`src/rtl/ccd_pkg.sv`:
```
package ccd_pkg;

  localparam int BYTE_W = 8;
  localparam int ADDR_W = 5;

  typedef enum logic [1:0] {
    TGT_LOCAL  = 2'b00,
    TGT_GLOBAL = 2'b01,
    TGT_RSVD   = 2'b10,
    TGT_COEF   = 2'b11
  } tgt_e;

  typedef enum logic [1:0] {
    ST_IDLE  = 2'd0,
    ST_WDATA = 2'd1,
    ST_READ  = 2'd2
  } pst_e;

  typedef struct packed {
    logic              wr;
    tgt_e              tgt;
    logic [ADDR_W-1:0] addr;
  } cmd_t;

  function automatic cmd_t ccd_decode(input logic [BYTE_W-1:0] b);
    cmd_t c;
    c.wr   = b[7];
    c.tgt  = tgt_e'(b[6:5]);
    c.addr = b[4:0];
    return c;
  endfunction

endpackage

```
`src/rtl/ccd_parser.sv`:
```
module ccd_parser
  import ccd_pkg::*;
#(
  parameter int          NUM_GREG = 8,
  parameter int          NUM_LREG = 8,
  parameter logic [7:0]  ID_CODE  = 8'h81
) (
  input  logic              clk,
  input  logic              rst_n,
  input  logic              rx_valid,
  input  logic [BYTE_W-1:0] rx_byte,
  input  logic              cs_n,
  output logic              g_wr_en,
  output logic              l_wr_en,
  output logic [ADDR_W-1:0] reg_idx,
  output logic [BYTE_W-1:0] wr_data,
  input  logic [BYTE_W-1:0] g_rd_data,
  input  logic [BYTE_W-1:0] l_rd_data,
  output logic              tx_valid,
  output logic [BYTE_W-1:0] tx_byte,
  output logic              busy,
  output logic              ram_start,
  output logic              ram_write,
  output logic [ADDR_W-1:0] ram_block
);

  pst_e              state_q, state_d;
  cmd_t              cmd_q, cmd_d;
  logic [1:0]        cnt_q, cnt_d;
  logic              ok_q, ok_d;
  logic              ram_start_q, ram_start_d;
  logic              ram_write_q, ram_write_d;
  logic [ADDR_W-1:0] ram_block_q, ram_block_d;

  cmd_t       cmd_in;
  logic [1:0] n_data;
  logic [1:0] last_pos;
  logic [1:0] data_pos;

  function automatic logic addr_ok(input tgt_e t, input logic [ADDR_W-1:0] a);
    logic r;
    r = 1'b0;
    if (t == TGT_GLOBAL) r = (32'(a) < NUM_GREG);
    if (t == TGT_LOCAL)  r = (a != '0) && (32'(a) < NUM_LREG);
    return r;
  endfunction

  assign cmd_in   = ccd_decode(rx_byte);
  assign n_data   = (cmd_q.tgt == TGT_LOCAL) ? 2'd2 : 2'd1;
  assign last_pos = n_data - 2'd1;
  assign data_pos = (state_q == ST_READ) ? (cnt_q - 2'd1) : cnt_q;
  assign reg_idx  = cmd_q.addr - {{(ADDR_W-2){1'b0}}, data_pos};
  assign wr_data  = rx_byte;

  // next-state process
  always_comb begin
    state_d     = state_q;
    cmd_d       = cmd_q;
    cnt_d       = cnt_q;
    ok_d        = ok_q;
    ram_start_d = 1'b0;
    ram_write_d = ram_write_q;
    ram_block_d = ram_block_q;
    g_wr_en     = 1'b0;
    l_wr_en     = 1'b0;
    if (cs_n) begin
      state_d = ST_IDLE;
      cnt_d   = '0;
    end else begin
      case (state_q)
        ST_IDLE: begin
          if (rx_valid) begin
            cmd_d = cmd_in;
            cnt_d = '0;
            ok_d  = addr_ok(cmd_in.tgt, cmd_in.addr);
            case (cmd_in.tgt)
              TGT_LOCAL, TGT_GLOBAL: state_d = cmd_in.wr ? ST_WDATA : ST_READ;
              TGT_COEF: begin
                ram_start_d = 1'b1;
                ram_write_d = cmd_in.wr;
                ram_block_d = cmd_in.addr;
              end
              default: ;
            endcase
          end
        end
        ST_WDATA: begin
          if (rx_valid) begin
            g_wr_en = ok_q && (cmd_q.tgt == TGT_GLOBAL);
            l_wr_en = ok_q && (cmd_q.tgt == TGT_LOCAL);
            if (cnt_q == last_pos) begin
              state_d = ST_IDLE;
              cnt_d   = '0;
            end else begin
              cnt_d = cnt_q + 2'd1;
            end
          end
        end
        ST_READ: begin
          if (cnt_q == n_data) begin
            state_d = ST_IDLE;
            cnt_d   = '0;
          end else begin
            cnt_d = cnt_q + 2'd1;
          end
        end
        default: state_d = ST_IDLE;
      endcase
    end
  end

  // register process
  always_ff @(posedge clk or negedge rst_n) begin
    if (!rst_n) begin
      state_q     <= ST_IDLE;
      cmd_q       <= '0;
      cnt_q       <= '0;
      ok_q        <= 1'b0;
      ram_start_q <= 1'b0;
      ram_write_q <= 1'b0;
      ram_block_q <= '0;
    end else begin
      state_q     <= state_d;
      cmd_q       <= cmd_d;
      cnt_q       <= cnt_d;
      ok_q        <= ok_d;
      ram_start_q <= ram_start_d;
      ram_write_q <= ram_write_d;
      ram_block_q <= ram_block_d;
    end
  end

  // outgoing stream
  always_comb begin
    tx_valid = (state_q == ST_READ) && !cs_n;
    tx_byte  = '0;
    if (tx_valid) begin
      if (cnt_q == 2'd0)               tx_byte = ID_CODE;
      else if (!ok_q)                  tx_byte = '0;
      else if (cmd_q.tgt == TGT_LOCAL) tx_byte = l_rd_data;
      else                             tx_byte = g_rd_data;
    end
  end

  assign busy      = (state_q != ST_IDLE);
  assign ram_start = ram_start_q;
  assign ram_write = ram_write_q;
  assign ram_block = ram_block_q;

  AST_ABORT_TO_IDLE: assert property (@(posedge clk) disable iff (!rst_n)
    cs_n |=> !busy);

  AST_ID_LEADS_READ: assert property (@(posedge clk) disable iff (!rst_n)
    (state_q == ST_IDLE && rx_valid && !cs_n && !rx_byte[7] && !rx_byte[6])
    |=> (cs_n || (tx_valid && tx_byte == ID_CODE)));

  AST_RAM_REQ_IDLE: assert property (@(posedge clk) disable iff (!rst_n)
    ram_start |-> (!busy && !tx_valid));

  AST_RAM_REQ_SOURCE: assert property (@(posedge clk) disable iff (!rst_n)
    ram_start |-> ($past(rx_valid) && !$past(cs_n) && $past(rx_byte[6:5]) == 2'b11));

  AST_NO_WRITE_WHILE_TX: assert property (@(posedge clk) disable iff (!rst_n)
    !((g_wr_en || l_wr_en) && tx_valid));

endmodule

```
`src/rtl/ccd_global_regs.sv`:
```
module ccd_global_regs
  import ccd_pkg::*;
#(
  parameter int NUM_GREG  = 8,
  parameter int NUM_CH    = 4,
  parameter int CHEN_ADDR = 5
) (
  input  logic              clk,
  input  logic              rst_n,
  input  logic              wr_en,
  input  logic [ADDR_W-1:0] idx,
  input  logic [BYTE_W-1:0] wr_data,
  output logic [BYTE_W-1:0] rd_data,
  output logic [NUM_CH-1:0] chan_en
);

  localparam int FLAT_W = NUM_GREG * BYTE_W;

  logic [FLAT_W-1:0] flat;

  for (genvar g = 0; g < NUM_GREG; g++) begin : g_reg
    logic              we;
    logic [BYTE_W-1:0] q;
    assign we = wr_en && (idx == ADDR_W'(g));
    always_ff @(posedge clk or negedge rst_n) begin
      if (!rst_n)  q <= '0;
      else if (we) q <= wr_data;
    end
    assign flat[g*BYTE_W +: BYTE_W] = q;
  end

  always_comb begin
    rd_data = '0;
    for (int g = 0; g < NUM_GREG; g++) begin
      if (idx == ADDR_W'(g)) rd_data = flat[g*BYTE_W +: BYTE_W];
    end
  end

  assign chan_en = flat[CHEN_ADDR*BYTE_W +: NUM_CH];

  AST_CHEN_LOAD: assert property (@(posedge clk) disable iff (!rst_n)
    (wr_en && idx == ADDR_W'(CHEN_ADDR)) |=> chan_en == $past(wr_data[NUM_CH-1:0]));

  AST_CHEN_HOLD: assert property (@(posedge clk) disable iff (!rst_n)
    !wr_en |=> $stable(chan_en));

endmodule

```
`src/rtl/ccd_local_regs.sv`:
```
module ccd_local_regs
  import ccd_pkg::*;
#(
  parameter int NUM_CH   = 4,
  parameter int NUM_LREG = 8
) (
  input  logic              clk,
  input  logic              rst_n,
  input  logic              wr_en,
  input  logic [NUM_CH-1:0] chan_en,
  input  logic [ADDR_W-1:0] idx,
  input  logic [BYTE_W-1:0] wr_data,
  output logic [BYTE_W-1:0] rd_data
);

  localparam int CH_BITS = NUM_LREG * BYTE_W;

  logic [NUM_CH*CH_BITS-1:0] flat;

  for (genvar c = 0; c < NUM_CH; c++) begin : g_ch
    for (genvar r = 0; r < NUM_LREG; r++) begin : g_reg
      logic              we;
      logic [BYTE_W-1:0] q;
      assign we = wr_en && chan_en[c] && (idx == ADDR_W'(r));
      always_ff @(posedge clk or negedge rst_n) begin
        if (!rst_n)  q <= '0;
        else if (we) q <= wr_data;
      end
      assign flat[(c*NUM_LREG + r)*BYTE_W +: BYTE_W] = q;
    end

    AST_MASKED_CH_STABLE: assert property (@(posedge clk) disable iff (!rst_n)
      !chan_en[c] |=> $stable(flat[c*CH_BITS +: CH_BITS]));
  end

  // lowest enabled channel answers a read
  always_comb begin
    logic found;
    int   sel;
    found   = 1'b0;
    sel     = 0;
    rd_data = '0;
    for (int c = 0; c < NUM_CH; c++) begin
      if (!found && chan_en[c]) begin
        found = 1'b1;
        sel   = c;
      end
    end
    for (int c = 0; c < NUM_CH; c++) begin
      for (int r = 0; r < NUM_LREG; r++) begin
        if (found && sel == c && idx == ADDR_W'(r))
          rd_data = flat[(c*NUM_LREG + r)*BYTE_W +: BYTE_W];
      end
    end
  end

endmodule

```
`src/rtl/codec_cmd_decoder.sv`:
```
module codec_cmd_decoder
  import ccd_pkg::*;
#(
  parameter int         NUM_CH    = 4,
  parameter int         NUM_GREG  = 8,
  parameter int         NUM_LREG  = 8,
  parameter int         CHEN_ADDR = 5,
  parameter logic [7:0] ID_CODE   = 8'h81
) (
  input  logic              clk,
  input  logic              rst_n,
  input  logic              rx_valid,
  input  logic [7:0]        rx_byte,
  input  logic              cs_n,
  output logic              tx_valid,
  output logic [7:0]        tx_byte,
  output logic              busy,
  output logic              ram_start,
  output logic              ram_write,
  output logic [4:0]        ram_block,
  output logic [NUM_CH-1:0] ram_chan
);

  logic [1:0]        rst_sync_q;
  logic              rst_int_n;
  logic              g_wr_en, l_wr_en;
  logic [ADDR_W-1:0] reg_idx;
  logic [BYTE_W-1:0] wr_data, g_rd_data, l_rd_data;
  logic [NUM_CH-1:0] chan_en;

  // asynchronous assert, synchronous release
  always_ff @(posedge clk or negedge rst_n) begin
    if (!rst_n) rst_sync_q <= 2'b00;
    else        rst_sync_q <= {rst_sync_q[0], 1'b1};
  end
  assign rst_int_n = rst_sync_q[1];

  ccd_parser #(
    .NUM_GREG (NUM_GREG),
    .NUM_LREG (NUM_LREG),
    .ID_CODE  (ID_CODE)
  ) u_parser (
    .clk       (clk),
    .rst_n     (rst_int_n),
    .rx_valid  (rx_valid),
    .rx_byte   (rx_byte),
    .cs_n      (cs_n),
    .g_wr_en   (g_wr_en),
    .l_wr_en   (l_wr_en),
    .reg_idx   (reg_idx),
    .wr_data   (wr_data),
    .g_rd_data (g_rd_data),
    .l_rd_data (l_rd_data),
    .tx_valid  (tx_valid),
    .tx_byte   (tx_byte),
    .busy      (busy),
    .ram_start (ram_start),
    .ram_write (ram_write),
    .ram_block (ram_block)
  );

  ccd_global_regs #(
    .NUM_GREG  (NUM_GREG),
    .NUM_CH    (NUM_CH),
    .CHEN_ADDR (CHEN_ADDR)
  ) u_gregs (
    .clk     (clk),
    .rst_n   (rst_int_n),
    .wr_en   (g_wr_en),
    .idx     (reg_idx),
    .wr_data (wr_data),
    .rd_data (g_rd_data),
    .chan_en (chan_en)
  );

  ccd_local_regs #(
    .NUM_CH   (NUM_CH),
    .NUM_LREG (NUM_LREG)
  ) u_lregs (
    .clk     (clk),
    .rst_n   (rst_int_n),
    .wr_en   (l_wr_en),
    .chan_en (chan_en),
    .idx     (reg_idx),
    .wr_data (wr_data),
    .rd_data (l_rd_data)
  );

  assign ram_chan = chan_en;

  AST_RESET_QUIET: assert property (@(posedge clk)
    !rst_int_n |-> (!busy && !tx_valid && !ram_start));

endmodule

```
`config.mk`:
```
export PLATFORM = sky130hd
export DESIGN_NAME = codec_cmd_decoder
export DESIGN_NICKNAME = d
export VERILOG_FILES = /design/src/rtl/ccd_pkg.sv /design/src/rtl/ccd_parser.sv /design/src/rtl/ccd_global_regs.sv /design/src/rtl/ccd_local_regs.sv /design/src/rtl/codec_cmd_decoder.sv
export SDC_FILE = /design/constraint.sdc
export NUM_CORES = 1
export LEC_CHECK = 0
export ABC_AREA = 1
export ABC_CLOCK_PERIOD_IN_PS = 22300
export CAP_MARGIN = 10
export CELL_PAD_IN_SITES_DETAIL_PLACEMENT = 2
export CELL_PAD_IN_SITES_GLOBAL_PLACEMENT = 2
export CORE_ASPECT_RATIO = 0.75
export CORE_UTILIZATION = 25
export CTS_CLUSTER_DIAMETER = 100
export DETAILED_ROUTE_END_ITERATION = 8
export PLACE_DENSITY = 0.54
export SYNTH_ARGS = -nofsm -noshare
export SYNTH_HDL_FRONTEND = slang
export SYNTH_HIERARCHICAL = 1
export SYNTH_SLANG_ARGS = --single-unit
```
`constraint.sdc`:
```
create_clock -name clk -period 22.3 [get_ports clk]
set_input_delay 4.46 -clock clk [delete_from_list [all_inputs] [get_ports clk]]
set_output_delay 4.46 -clock clk [all_outputs]
set_load 0.03 [all_outputs]
```
==> reports/metrics.cfg <==
[routing]
viasPerCell = 4.640
drt-pass1-iter-count = 4
drt_wirelength_um = 57140
wl_per_cell_um = 20.09
drc = 0
antenna_violating_nets_post_route = 0
drt_first_iter_violations = 611
detailroute.via_count = 13200

[pwr]
leakagePower_nw = 8.212
power_per_cell_area_mw_per_mm2 = 95.34
vdd.ir_drop.worst_mv = 0.05879
overall_power_of_the_completed_layout_w = 0.001771

[run_status]
status = finished clean

[timing]
min_period_over_period = 0.4907
rsz0062_at_grt = no
slew-limit-headroom = 0.2449
slew_violations = 0
max_fclk_mhz = 91.39
hold_violations = 0
final_period_minus_worst_setup_slack_ns = 10.94
clock-skew-final_ns = 0.01781
fin_tns_setup_ns = 0
setup_viol_count_final = 0
worst-slew-pin-transition_ns = 1.125

[yosys]
synth_area_per_cell_sq_um = 8.276
post_synth_instance_area_sq_mm = 0.01617
synthesis.instances = 1954
fraction_of_the_yosys_area_taken_by_sequential_cells = 0.5277
synth-warning-count = 6
synth.net_count = 1974
register_bit_count_reported_by_yosys = 341
synth_cell_type_count = 40

[critical_path]
timing.critical_path.buf_inv = 4
dominant_delay_contributor_by_cell_family_on_the_critical_path = buffers and inverters
critPathMaxStageDelay_ns = 0.69
critical_path.cell_chain = clkdlybuf4s50_1 -> inv_1 -> nand2_1 -> inv_1 -> nand3_1 -> a21oi_1 -> clkdlybuf4s50_1
critical_path.slowest_cell = clkdlybuf4s50_1
critical_path.endpoint_type = primary output
worstPathRequired_ns = 17.84
critical_path_class = input port to primary output
critPathArrivalTime_ns = 6.48
critical_path.startpoint_type = input port
critical_path.max_fanout = 6

[clock_tree]
htreeDepth = 2
cts_inserted_buffers = 42
clk_latency_ns = 0.57
cts_hold_repair.buffers = 0
clock-sinks = 341
tritoncts = built
cts_setup_buffers = 0
cts.path.max_buffers = 3
cts-root-buf = clkbuf_16
worst_setup_hold_path_clk_slew_ns = 0.05
post_cts_resize_count = 0

[finish]
num-nets-final = 1974
n_fill_cell = 7233
area_of_the_multi_input_gates_sq_mm = 0.006638
layout.cells.most_common_list = nand2_1 (664), dfrtp_1 (340), o21ai_0 (287)
seq_area_sq_mm = 0.008537
post-route-cell-area_sq_mm = 0.01858
drive_gt1_frac = 0.1079
most_common_library_cell_in_the_layout_ignoring_fill_and_taps = nand2_1
areaGrowthSynthToFinish_pct = 14.86
final_cell_utilization_of_the_core = 0.2913

[floorplanning]
die_h_um = 222.3
core_region_area_sq_mm = 0.06376
initial_utilization = 0.2536
die_width_um = 295.7
pin_count = 33
design.die.area_sq_mm = 0.06572
floorplan.rows = 80

[grt]
first_global_vias = 14260
grt_first_pass_wirelength_um = 90040
overall_overflow_remaining_after_global_route = 0
globalRouteTotalUtil = 0.1789
antenna_found_initial = 1
grt_start_max_net_pins = 71

[placed_design]
place.gp.congestion = 0.7346
placed_area_sq_mm = 0.01723
estimated_wirelength_of_the_detail_placed_design_um = 39540
io_buffers = 32

[job]
maxCapViolCount = 0

[worst_hold_path]
hold_path_class = flop to flop

==> cell usage after synthesis, drive strengths merged <==
cell type	number	area, sq um
clkbuf	63	236.5
ha	7	87.58
nand3	57	330.3
o21ai	338	1748
nor3b	6	45.04
o21bai	5	37.54
nand3b	2	15.01
a21oi	37	196.4
xnor2	1	8.760
nand2	689	2699
or2	16	100.1
conb	1	3.750
nor2	126	695.7
o2111ai	3	26.28
fa	1	20.02
buf	31	245.2
inv	139	524.3
a211oi	1	7.510
dfrtp	341	8533
xor2	3	26.28
nor3	4	20.02
a21boi	1	18.77
nand4	82	546.8
==> sequential cells by signal, indices dropped and copies added (netlist names) <==
name	cells
u_parser/cnt_q	2
u_parser/ram_write	1
u_parser/cmd_q	7
u_parser/state_q	2
u_parser/ram_start	1
u_parser/ok_q	1
u_gregs/g.q	64
u_lregs/g_ch.g.q	256
u_parser/ram_block	5
rst_sync_q	2
==> metal layers <==
layer,global-route usage,share of wire
met1,0.2881,0.56
met2,0.2479,0.40
met3,0.02311,0.025
met4,0.03794,0.014
met5,0,0
==> area by class of cell <==
cell class / instances / share of cell area
Antenna cell: 1 / 0.0001347
Clock buffer: 58 / 0.06473
Clock inverter: 15 / 0.007477
Inverter: 139 / 0.02822
Multi-Input combinational cell: 1380 / 0.3573
Sequential cell: 341 / 0.4596
Tap cell: 861 / 0.05800
Timing Repair Buffer: 50 / 0.02452
==> where the power goes <==
part           switching [W]  internal, W
logic               0.000341    0.0000947
clock network       0.000284     0.000399
registers          0.0000178     0.000635
total               0.000642      0.00113
==> path summary, 6_finish.rpt <==
| path | from | endpoint | slack, ns | cells past startpoint |
|---|---|---|---|---|
| max reg2reg | u_parser/cnt_q[0] | u_lregs/g_ch[0].g_reg[4].q[2] | 18.05 | 13 |
| max | cs_n | tx_byte[2] | 11.36 | 7 |
| max in group asynchronous | rst_n | rst_sync_q[1] | 18.10 | 1 |
| min | rst_sync_q[0] | rst_sync_q[1] | 0.36 | 0 |
| min reg2reg | rst_sync_q[0] | rst_sync_q[1] | 0.36 | 0 |
| min in group asynchronous | rst_sync_q[1] | u_parser/cmd_q[0] | 0.44 | 0 |
==> stage by stage <==
stage	instances	hold WS, ns	setup WS, ns
global route	2844	0.3791	10.84
CTS	2844	0.3723	11.20
floorplan	1954	0.3312	12.09
global placement	2771	0.3438	11.42
detailed placement	2771	0.3502	11.33
finish	2845	0.3638	11.36
==> kinds of logic (layout without fill, tap and decap cells) <==
family | after synthesis | in the layout | synth area share
flops | 341 | 341 | 0.5277
buf+inv | 233 | 262 | 0.06220
fa+ha+maj | 8 | 8 | 0.006654
compound gates | 385 | 385 | 0.1258
xor+xnor | 4 | 4 | 0.002167
other cells | 1 | 2 | 0.0002319
simple gates | 982 | 982 | 0.2753
No activity file was read; power rests on OpenSTA's default activity.
